**src/rtl/pg_pkg.sv**
```systemverilog
// Package: pg_pkg
// Shared types for the pack protection controller.
// Assumes nothing beyond standard SystemVerilog.
package pg_pkg;

    // Reduced view of all cells at one sample point
    typedef struct packed {
        logic ov_any;   // some cell above overvoltage (or an open pin)
        logic ce_all;   // every cell below the charge-enable level
        logic uv_any;   // some cell below undervoltage
    } cell_view_t;

endpackage

```
**src/rtl/cell_eval.sv**
```systemverilog
// Module: cell_eval
// Folds the per-cell comparator flags into a single view of the pack.
// Assumes flags are already synchronous to clk; purely combinational.
module cell_eval
    import pg_pkg::*;
#(
    parameter int N_CELLS = 2
) (
    input  logic [N_CELLS-1:0] cell_ov,
    input  logic [N_CELLS-1:0] cell_ce_ok,
    input  logic [N_CELLS-1:0] cell_uv,
    input  logic               pin_float,
    output cell_view_t         view
);

    logic [N_CELLS:0] ov_chain;
    logic [N_CELLS:0] ce_chain;
    logic [N_CELLS:0] uv_chain;

    assign ov_chain[0] = pin_float;
    assign ce_chain[0] = 1'b1;
    assign uv_chain[0] = 1'b0;

    // One reduction stage per cell
    for (genvar i = 0; i < N_CELLS; i++) begin : g_cell
        assign ov_chain[i+1] = ov_chain[i] | cell_ov[i];
        assign ce_chain[i+1] = ce_chain[i] & cell_ce_ok[i];
        assign uv_chain[i+1] = uv_chain[i] | cell_uv[i];
    end

    // Pack-level view
    always_comb begin
        view.ov_any = ov_chain[N_CELLS];
        view.ce_all = ce_chain[N_CELLS];
        view.uv_any = uv_chain[N_CELLS];
    end

endmodule

```
**src/rtl/persist_timer.sv**
```systemverilog
// Module: persist_timer
// Non-retriggering persistence counter. On each edge with step=1 it counts
// up while cond holds and returns to zero when cond is absent. It saturates
// at LIMIT, and fire is high while the count equals LIMIT. clr has priority
// and zeroes the count on any edge. Assumes LIMIT >= 1.
module persist_timer #(
    parameter int LIMIT = 4,
    localparam int CW   = $clog2(LIMIT + 1)
) (
    input  logic clk,
    input  logic rst_n,
    input  logic step,
    input  logic cond,
    input  logic clr,
    output logic fire
);

    localparam logic [CW-1:0] LIM = CW'(LIMIT);

    logic [CW-1:0] cnt;

    // Count consecutive qualifying steps, restart on a gap or a clear
    always_ff @(posedge clk) begin
        if (!rst_n || clr) begin
            cnt <= '0;
        end else if (step) begin
            if (!cond)          cnt <= '0;
            else if (cnt < LIM) cnt <= cnt + 1'b1;
        end
    end

    assign fire = (cnt == LIM);

    // Persistence window rules
    assert_cnt_bounded_R8: assert property (@(posedge clk) disable iff (!rst_n)
        cnt <= LIM);
    assert_gap_restarts_R3: assert property (@(posedge clk) disable iff (!rst_n)
        (step && !cond) |=> (cnt == '0));
    assert_clear_zeroes_R9: assert property (@(posedge clk) disable iff (!rst_n)
        clr |=> !fire);

endmodule

```
**src/rtl/pack_guard.sv**
```systemverilog
// Module: pack_guard
// Protection decision core for a series lithium-ion pack. It samples the
// cell flags on smp_tick and runs three persistence timers (overvoltage and
// undervoltage in ticks, overcurrent in clocks). It latches the charge block
// and the sleep state and drives the switch enables. Assumes all inputs are
// synchronous to clk and smp_tick is a one-cycle pulse.
module pack_guard
    import pg_pkg::*;
#(
    parameter int N_CELLS = 2,
    parameter int OV_DLY  = 16,
    parameter int UV_DLY  = 16,
    parameter int OC_DLY  = 1200
) (
    input  logic               clk,
    input  logic               rst_n,
    input  logic               smp_tick,
    input  logic [N_CELLS-1:0] cell_ov,
    input  logic [N_CELLS-1:0] cell_ce_ok,
    input  logic [N_CELLS-1:0] cell_uv,
    input  logic               oc_lo,
    input  logic               oc_hi,
    input  logic               cd_lo,
    input  logic               cd_hi,
    input  logic               pack_off,
    input  logic               pin_float,
    output logic               chg_en,
    output logic               dsg_en,
    output logic               asleep
);

    cell_view_t view;
    logic       ov_fire, uv_fire, oc_fire;
    logic       chg_blk;
    logic       sleep_q;
    logic       chg_seen;
    logic       oc_seen;
    logic       ce_release;

    assign chg_seen   = cd_lo | cd_hi;
    assign oc_seen    = oc_lo | oc_hi;
    assign ce_release = smp_tick & view.ce_all & ~view.ov_any;

    cell_eval #(.N_CELLS(N_CELLS)) u_eval (
        .cell_ov    (cell_ov),
        .cell_ce_ok (cell_ce_ok),
        .cell_uv    (cell_uv),
        .pin_float  (pin_float),
        .view       (view)
    );

    persist_timer #(.LIMIT(OV_DLY)) u_ov_tmr (
        .clk (clk), .rst_n (rst_n), .step (smp_tick),
        .cond (view.ov_any), .clr (1'b0), .fire (ov_fire)
    );

    persist_timer #(.LIMIT(UV_DLY)) u_uv_tmr (
        .clk (clk), .rst_n (rst_n), .step (smp_tick),
        .cond (view.uv_any), .clr (chg_seen), .fire (uv_fire)
    );

    persist_timer #(.LIMIT(OC_DLY)) u_oc_tmr (
        .clk (clk), .rst_n (rst_n), .step (1'b1),
        .cond (oc_seen), .clr (pack_off), .fire (oc_fire)
    );

    // Charge block latch: release at a clean sample, otherwise set on trip
    always_ff @(posedge clk) begin
        if (!rst_n)          chg_blk <= 1'b0;
        else if (ce_release) chg_blk <= 1'b0;
        else if (ov_fire)    chg_blk <= 1'b1;
    end

    // Sleep latch: charge detect wakes, undervoltage trip sleeps
    always_ff @(posedge clk) begin
        if (!rst_n)        sleep_q <= 1'b1;
        else if (chg_seen) sleep_q <= 1'b0;
        else if (uv_fire)  sleep_q <= 1'b1;
    end

    assign chg_en = ~chg_blk & ~pack_off;
    assign dsg_en = ~sleep_q & ~oc_fire & ~pack_off;
    assign asleep = sleep_q;

    // Latch behaviour over time
    assert_blk_only_at_tick_R5: assert property (@(posedge clk) disable iff (!rst_n)
        (chg_blk && !smp_tick) |=> chg_blk);
    assert_wake_on_detect_R7: assert property (@(posedge clk) disable iff (!rst_n)
        chg_seen |=> !asleep);
    assert_sleep_needs_uv_R6: assert property (@(posedge clk) disable iff (!rst_n)
        $rose(sleep_q) |-> $past(uv_fire));
    assert_blk_needs_ov_R3: assert property (@(posedge clk) disable iff (!rst_n)
        $rose(chg_blk) |-> $past(ov_fire));
    assert_sleep_kills_dsg_R10: assert property (@(posedge clk) disable iff (!rst_n)
        asleep |-> !dsg_en);

endmodule

```
**config.mk**
```make
export PLATFORM = sky130hd
export DESIGN_NAME = pack_guard
export DESIGN_NICKNAME = d
export VERILOG_FILES = /design/src/rtl/pg_pkg.sv /design/src/rtl/cell_eval.sv /design/src/rtl/persist_timer.sv /design/src/rtl/pack_guard.sv
export SDC_FILE = /design/constraint.sdc
export NUM_CORES = 1
export LEC_CHECK = 0
export BUFFER_PORTS_ARGS = -buffer_cell sky130_fd_sc_hd__buf_2
export CAP_MARGIN = 20
export CORE_UTILIZATION = 55
export CTS_CLUSTER_SIZE = 25
export DETAILED_ROUTE_END_ITERATION = 8
export GPL_ROUTABILITY_DRIVEN = 0
export GPL_TIMING_DRIVEN = 0
export PLACE_DENSITY = 0.75
export SETUP_SLACK_MARGIN = 0.4
export SLEW_MARGIN = 10
export SYNTH_ARGS = -nofsm -noshare
export SYNTH_HDL_FRONTEND = slang
export SYNTH_SLANG_ARGS = --single-unit
```
**constraint.sdc**
```tcl
create_clock -name clk -period 1.9 [get_ports clk]
set_input_delay 0.285 -clock clk [delete_from_list [all_inputs] [get_ports clk]]
set_output_delay 0.285 -clock clk [all_outputs]
set_load 0.01 [all_outputs]
```
# ---- Word level (Yosys, flattened, before mapping)
# Cells that the tools add are included.
dict set report op_classes {
  add_sub_neg 3
  n_lt_le_gt_ge 3
  n_eq_ne 5
  muxes 6
  n_bitwise 18
  n_reduce_logical 8
}
# operator count
set ops {}
lappend ops {{$mux 5} 4}
lappend ops {{$add 11x1->11 const B} 1}
lappend ops {{$eq 11x11->1 const B} 1}
lappend ops {{$lt 11x11->1 const B} 1}
lappend ops {{$add 5x1->5 const B} 2}
lappend ops {{$eq 5x5->1 const B} 2}
lappend ops {{$lt 5x5->1 const B} 2}
lappend ops {{$not 1->1} 7}
lappend ops {{$and 1x1->1} 6}
lappend ops {{$or 1x1->1} 5}
lappend ops {{$ne 2x2->1 const B} 2}
lappend ops {{$reduce_and 2->1} 2}
lappend ops {{$reduce_or 2->1} 2}
lappend ops {{$logic_or 1x1->1} 2}
lappend ops {{$mux 1} 2}
lappend ops {{$reduce_bool 2->1} 1}
lappend ops {{$logic_not 1->1} 1}
dict set report totals {
  reg_bits 23
  output_inout_bits 3
}

# ---- Logic depth before layout (Yosys ltp)
dict set report depth {
  ltp_word 5
  mapped_depth 6
  mapped_depth_nobuf 6
}

# ---- Hierarchy
# From an unflattened synthesis, not the netlist that was laid out.
dict set report hier_totals {
  hier_cells 150
  hier_area_um2 1277.5
}
# mod instances cells_per_inst area_per_inst_um2 seq_area_each_um2
set modules_own_cells {}
lappend modules_own_cells {{persist_timer (u_oc_tmr)} 1 78 655.6 220.2}
lappend modules_own_cells {{persist_timer (u_ov_tmr ...)} 2 28 254.0 100.1}
lappend modules_own_cells {pack_guard 1 13 95.1 40.0}
lappend modules_own_cells {cell_eval 1 3 18.8 0.0}

# ---- Least setup slack after synthesis
# OpenSTA, ideal clock, no wires.
dict set report synth_path {
  kind {register to output}
  startpoint {reg u_oc_tmr.cnt[0]}
  endpoint {out dsg_en}
  t_arrival_ns 1.095
  t_required_ns 1.615
  slack_ns 0.520
  path_stages_with_launch 6
  path_buffers 0
  path_cell_list {dfxtp_1 -> inv_1 -> ha_1 -> nand4_1 -> nor4b_1 -> a211oi_1}
}
dict set report synth_between {
  elab_chain_len 4
}
# item line_no
set synth_lines {}
lappend synth_lines {{start: declaration} persist_timer.sv:20} ;# logic [CW-1:0] cnt;
lappend synth_lines {{start signal: assignment} persist_timer.sv:28} ;# else if (cnt < LIM) cnt <= cnt + 1'b1;
lappend synth_lines {{$eq 11x11->1} persist_timer.sv:32} ;# assign fire = (cnt == LIM);
lappend synth_lines {{$not 1->1} pack_guard.sv:82} ;# assign dsg_en = ~sleep_q & ~oc_fire & ~pack_off;
lappend synth_lines {{$and 1x1->1 (2 in a row)} pack_guard.sv:82}
lappend synth_lines {{end: declaration} pack_guard.sv:28} ;# output logic dsg_en,
# Every way passes these cells.

# ---- Worst setup path after layout
dict set report layout_path {
  startpoint {reg u_oc_tmr.cnt[1]}
  endpoint {out dsg_en}
}
# Same word-level chain as after synthesis.

==> impl_metrics.json <==
{
  "clockBufferDepth": 2,
  "seqPwrFrac_pct": 62.4,
  "rsz0062_at_grt": "yes",
  "slew_headroom_pct": 68.8,
  "synth_nets": 159,
  "hpwl_um": 1770,
  "drive_above_1_share_pct": 28.3,
  "worst_ir_drop_vdd_uv": 455,
  "period_share_pct": 89.0,
  "synth_commonest_cells": "dfxtp_1 (23), nor2_1 (19), inv_1 (12)",
  "fill_cells": 180,
  "p_int_w": 0.000602,
  "p_sw_share_pct": 23.7,
  "clk_pin_slew_worst_paths_ns": 0.13,
  "syn_area_sq_um": 1200,
  "worstMarginPinSlew_ns": 0.468,
  "port-buffer-count": 17,
  "drtPass1Iterations": 4,
  "status": "finished, final reports clean",
  "end_kind": "primary output",
  "cellPowerDensity_nw_per_um2": 545,
  "htree_levels": 1,
  "p_clk_share_pct": 28.4,
  "cts_buffers": 3,
  "wl_per_cell_um": 13.1,
  "ios": 18,
  "start_kind": "flip-flop",
  "cp.required_ns": 1.62,
  "reg2reg_to": "u_oc_tmr.cnt[7]",
  "reg2reg_depth": 5,
  "ys_ff_latch": 23,
  "drt-initial-drc-count": 12,
  "fp.dieH_um": 48.7,
  "insertion_delay_ns": 0.31,
  "yosys.area.top_type": "dfxtp_1",
  "vias_per_cell": 5.52,
  "syn2layout_area_growth_pct": 20.9,
  "grt_pass1_vias": 991,
  "multi_input_area_sq_um": 724,
  "drt-total-wl_um": 2530,
  "power_switching_w": 0.000187,
  "rows": 16,
  "syn_inst": 138,
  "r2r_setup_slack_ns": 0.43,
  "ys_seq_area_share_pct": 38.4,
  "finalClockSkew_ns": 0.00816,
  "p_comb_share_pct": 9.2,
  "fin_util_pct": 72.4,
  "grt_max_degree": 13,
  "die_w_um": 48.7,
  "worstHoldPathCells": 2,
  "ys.flop_type": "dfxtp_1",
  "slew_viol_final": 0,
  "hold_path_end": "chg_blk",
  "hold_path_class": "input port to flip-flop",
  "register_area_sq_um": 474,
  "die_area_sq_um": 2370,
  "synth_top_area_share_pct": 38.4,
  "ys_types": 37,
  "hold_viol_final": 0,
  "fin_setup_tns_ns": 0,
  "synthArstFlopShare_pct": 0,
  "ant_nets": 0,
  "ys_warn_count": 0,
  "drv_cap": 0,
  "slowest_delay_ns": 0.35,
  "crit_chain": "inv_2 > ha_4 > nand4_1 > nor4b_2 > a211oi_1 > buf_2",
  "leakagePower_nw": 0.510,
  "drc": 0,
  "vias": 1065,
  "clock.fmax_ghz": 0.591,
  "antenna_found_initial": 0,
  "synthTopCellsByArea": "dfxtp_1 (38%), ha_1 (6.3%), nor2_1 (5.9%)",
  "setup_viol": 0,
  "cts_num_sinks": 23,
  "cp_slowest_cell": "dfxtp_2",
  "path_class": "flip-flop to primary output",
  "hp-start": "cell_ce_ok[1]",
  "synth_edf_count": 0,
  "cts_root_buffer": "clkbuf_4",
  "insertedDiodeCount": 0,
  "path_max_fanout": 2,
  "grt_pass1_wl_um": 4110,
  "cts_tree": "done",
  "grtUsageTotal_pct": 21.9,
  "fin_nets": 188,
  "synth_area_per_cell_sq_um": 8.69,
  "grt.overflow.total": 0,
  "core_sq_um": 2000,
  "start_util_pct": 59.9,
  "rr_startpoint": "u_oc_tmr.cnt[9]",
  "yosysMostFrequentCell": "dfxtp_1",
  "finalCriticalPeriod_ns": 1.69,
  "crit_arrival_ns": 1.41
}
placed cells by master (no fill, tap or decap), types with 2 or more instances in the layout:
| master | synthesis | routed |
|---|---|---|
| a21oi_1 | 9 | 9 |
| a31oi_1 | 2 | 2 |
| a41oi_1 | 2 | 2 |
| and3_1 | 2 | 2 |
| buf_2 | 0 | 17 |
| buf_4 | 0 | 7 |
| clkbuf_1 | 2 | 3 |
| clkbuf_4 | 0 | 3 |
| dfxtp_1 | 23 | 16 |
| dfxtp_2 | 0 | 5 |
| dfxtp_4 | 0 | 2 |
| ha_1 | 6 | 5 |
| inv_1 | 12 | 10 |
| inv_2 | 0 | 2 |
| nand2_1 | 4 | 4 |
| nand3_1 | 4 | 3 |
| nand4_1 | 4 | 4 |
| nor2_1 | 19 | 19 |
| nor2b_1 | 2 | 2 |
| nor3_1 | 6 | 6 |
| nor4_2 | 1 | 2 |
| o21ai_0 | 9 | 9 |
| or3_1 | 2 | 2 |
| xnor2_1 | 6 | 6 |
| xor2_1 | 4 | 4 |
stage by stage:
stage	setup slack, ns	hold WS, ns	cell area, sq um	total power [W]	std cells
final	0.209	0.180	1450	0.000789	193
after global routing	0.144	0.195	1450	0.000820	193
after CTS	0.159	0.180	1390	0.000793	189
after detailed placement	0.379	0.512	1320	0.000572	182
after global placement	0.404	0.496	1320	0.000570	182
after floorplan	0.520	0.361	1200	0.000541	138
kinds of logic after synthesis:
family                   Yosys count  synth area share, %
AO/OA/AOI/OAI                     31                 18.7
XOR/XNOR                          10                 7.31
adder cells (fa/ha/maj)            6                 6.26
buffers and inverters             14                 4.38
flip-flops                        23                 38.4
multiplexers                       1                0.835
AND/OR/NAND/NOR                   53                 24.1
layer usage:
| metal | routed length, um | share of wire [%] | GRT usage, % |
|---|---|---|---|
| met1 | 1210 | 48 | 29.5 |
| met2 | 1150 | 45 | 36.1 |
| met3 | 124 | 4.9 | 4.09 |
| met4 | 43 | 1.7 | 5.39 |
| met5 | 0 | 0 | 0 |
worst max-delay path by stage:
stage / startpoint / endpoint / slack (ns)
CTS: u_oc_tmr.cnt[0] / dsg_en / 0.16
floorplan: u_oc_tmr.cnt[0] / dsg_en / 0.52
finish: u_oc_tmr.cnt[1] / dsg_en / 0.21
detailed placement: u_oc_tmr.cnt[0] / dsg_en / 0.38
global route: u_oc_tmr.cnt[1] / dsg_en / 0.14
global placement: u_oc_tmr.cnt[0] / dsg_en / 0.40
power groups by stage:
stage	clock [W]	sequential [W]	combinational, W
detailed placement	0	0.000507	0.0000652
global placement	0	0.000506	0.0000637
floorplan	0	0.000506	0.0000350
global route	0.000245	0.000494	0.0000814
finish	0.000224	0.000493	0.0000725
CTS	0.000224	0.000496	0.0000724
sequential cells by signal, indices dropped and copies added (netlist names):
name          count
u_oc_tmr.cnt     11
u_ov_tmr.cnt      5
u_uv_tmr.cnt      5
asleep            1
chg_blk           1
layout make-up:
type / instances / area share, %
Clock buffer: 4 / 1.81
Inverter: 12 / 3.11
Tap cell: 27 / 2.33
Multi-Input combinational cell: 101 / 50.0
Buffer: 2 / 0.518
Timing Repair Buffer: 24 / 9.50
Sequential cell: 23 / 32.7
timing repair:
action	in CTS	in global routing
hold buffers	0	0
pin swaps	3	8
buffers inserted	3	4
setup endpoints to repair	1	4
cloned	0	0
gates resized for setup	8	9
worst max-delay path: cells and delay by family, from the launching register on:
kind | cells | cell delay (ns)
AND/OR/NAND/NOR | 2 | 0.32
AO/OA/AOI/OAI | 1 | 0.10
buffers and inverters | 2 | 0.21
flip-flops | 1 | 0.35
adder cells (fa/ha/maj) | 1 | 0.12
Power figures use the tool's default switching activity.
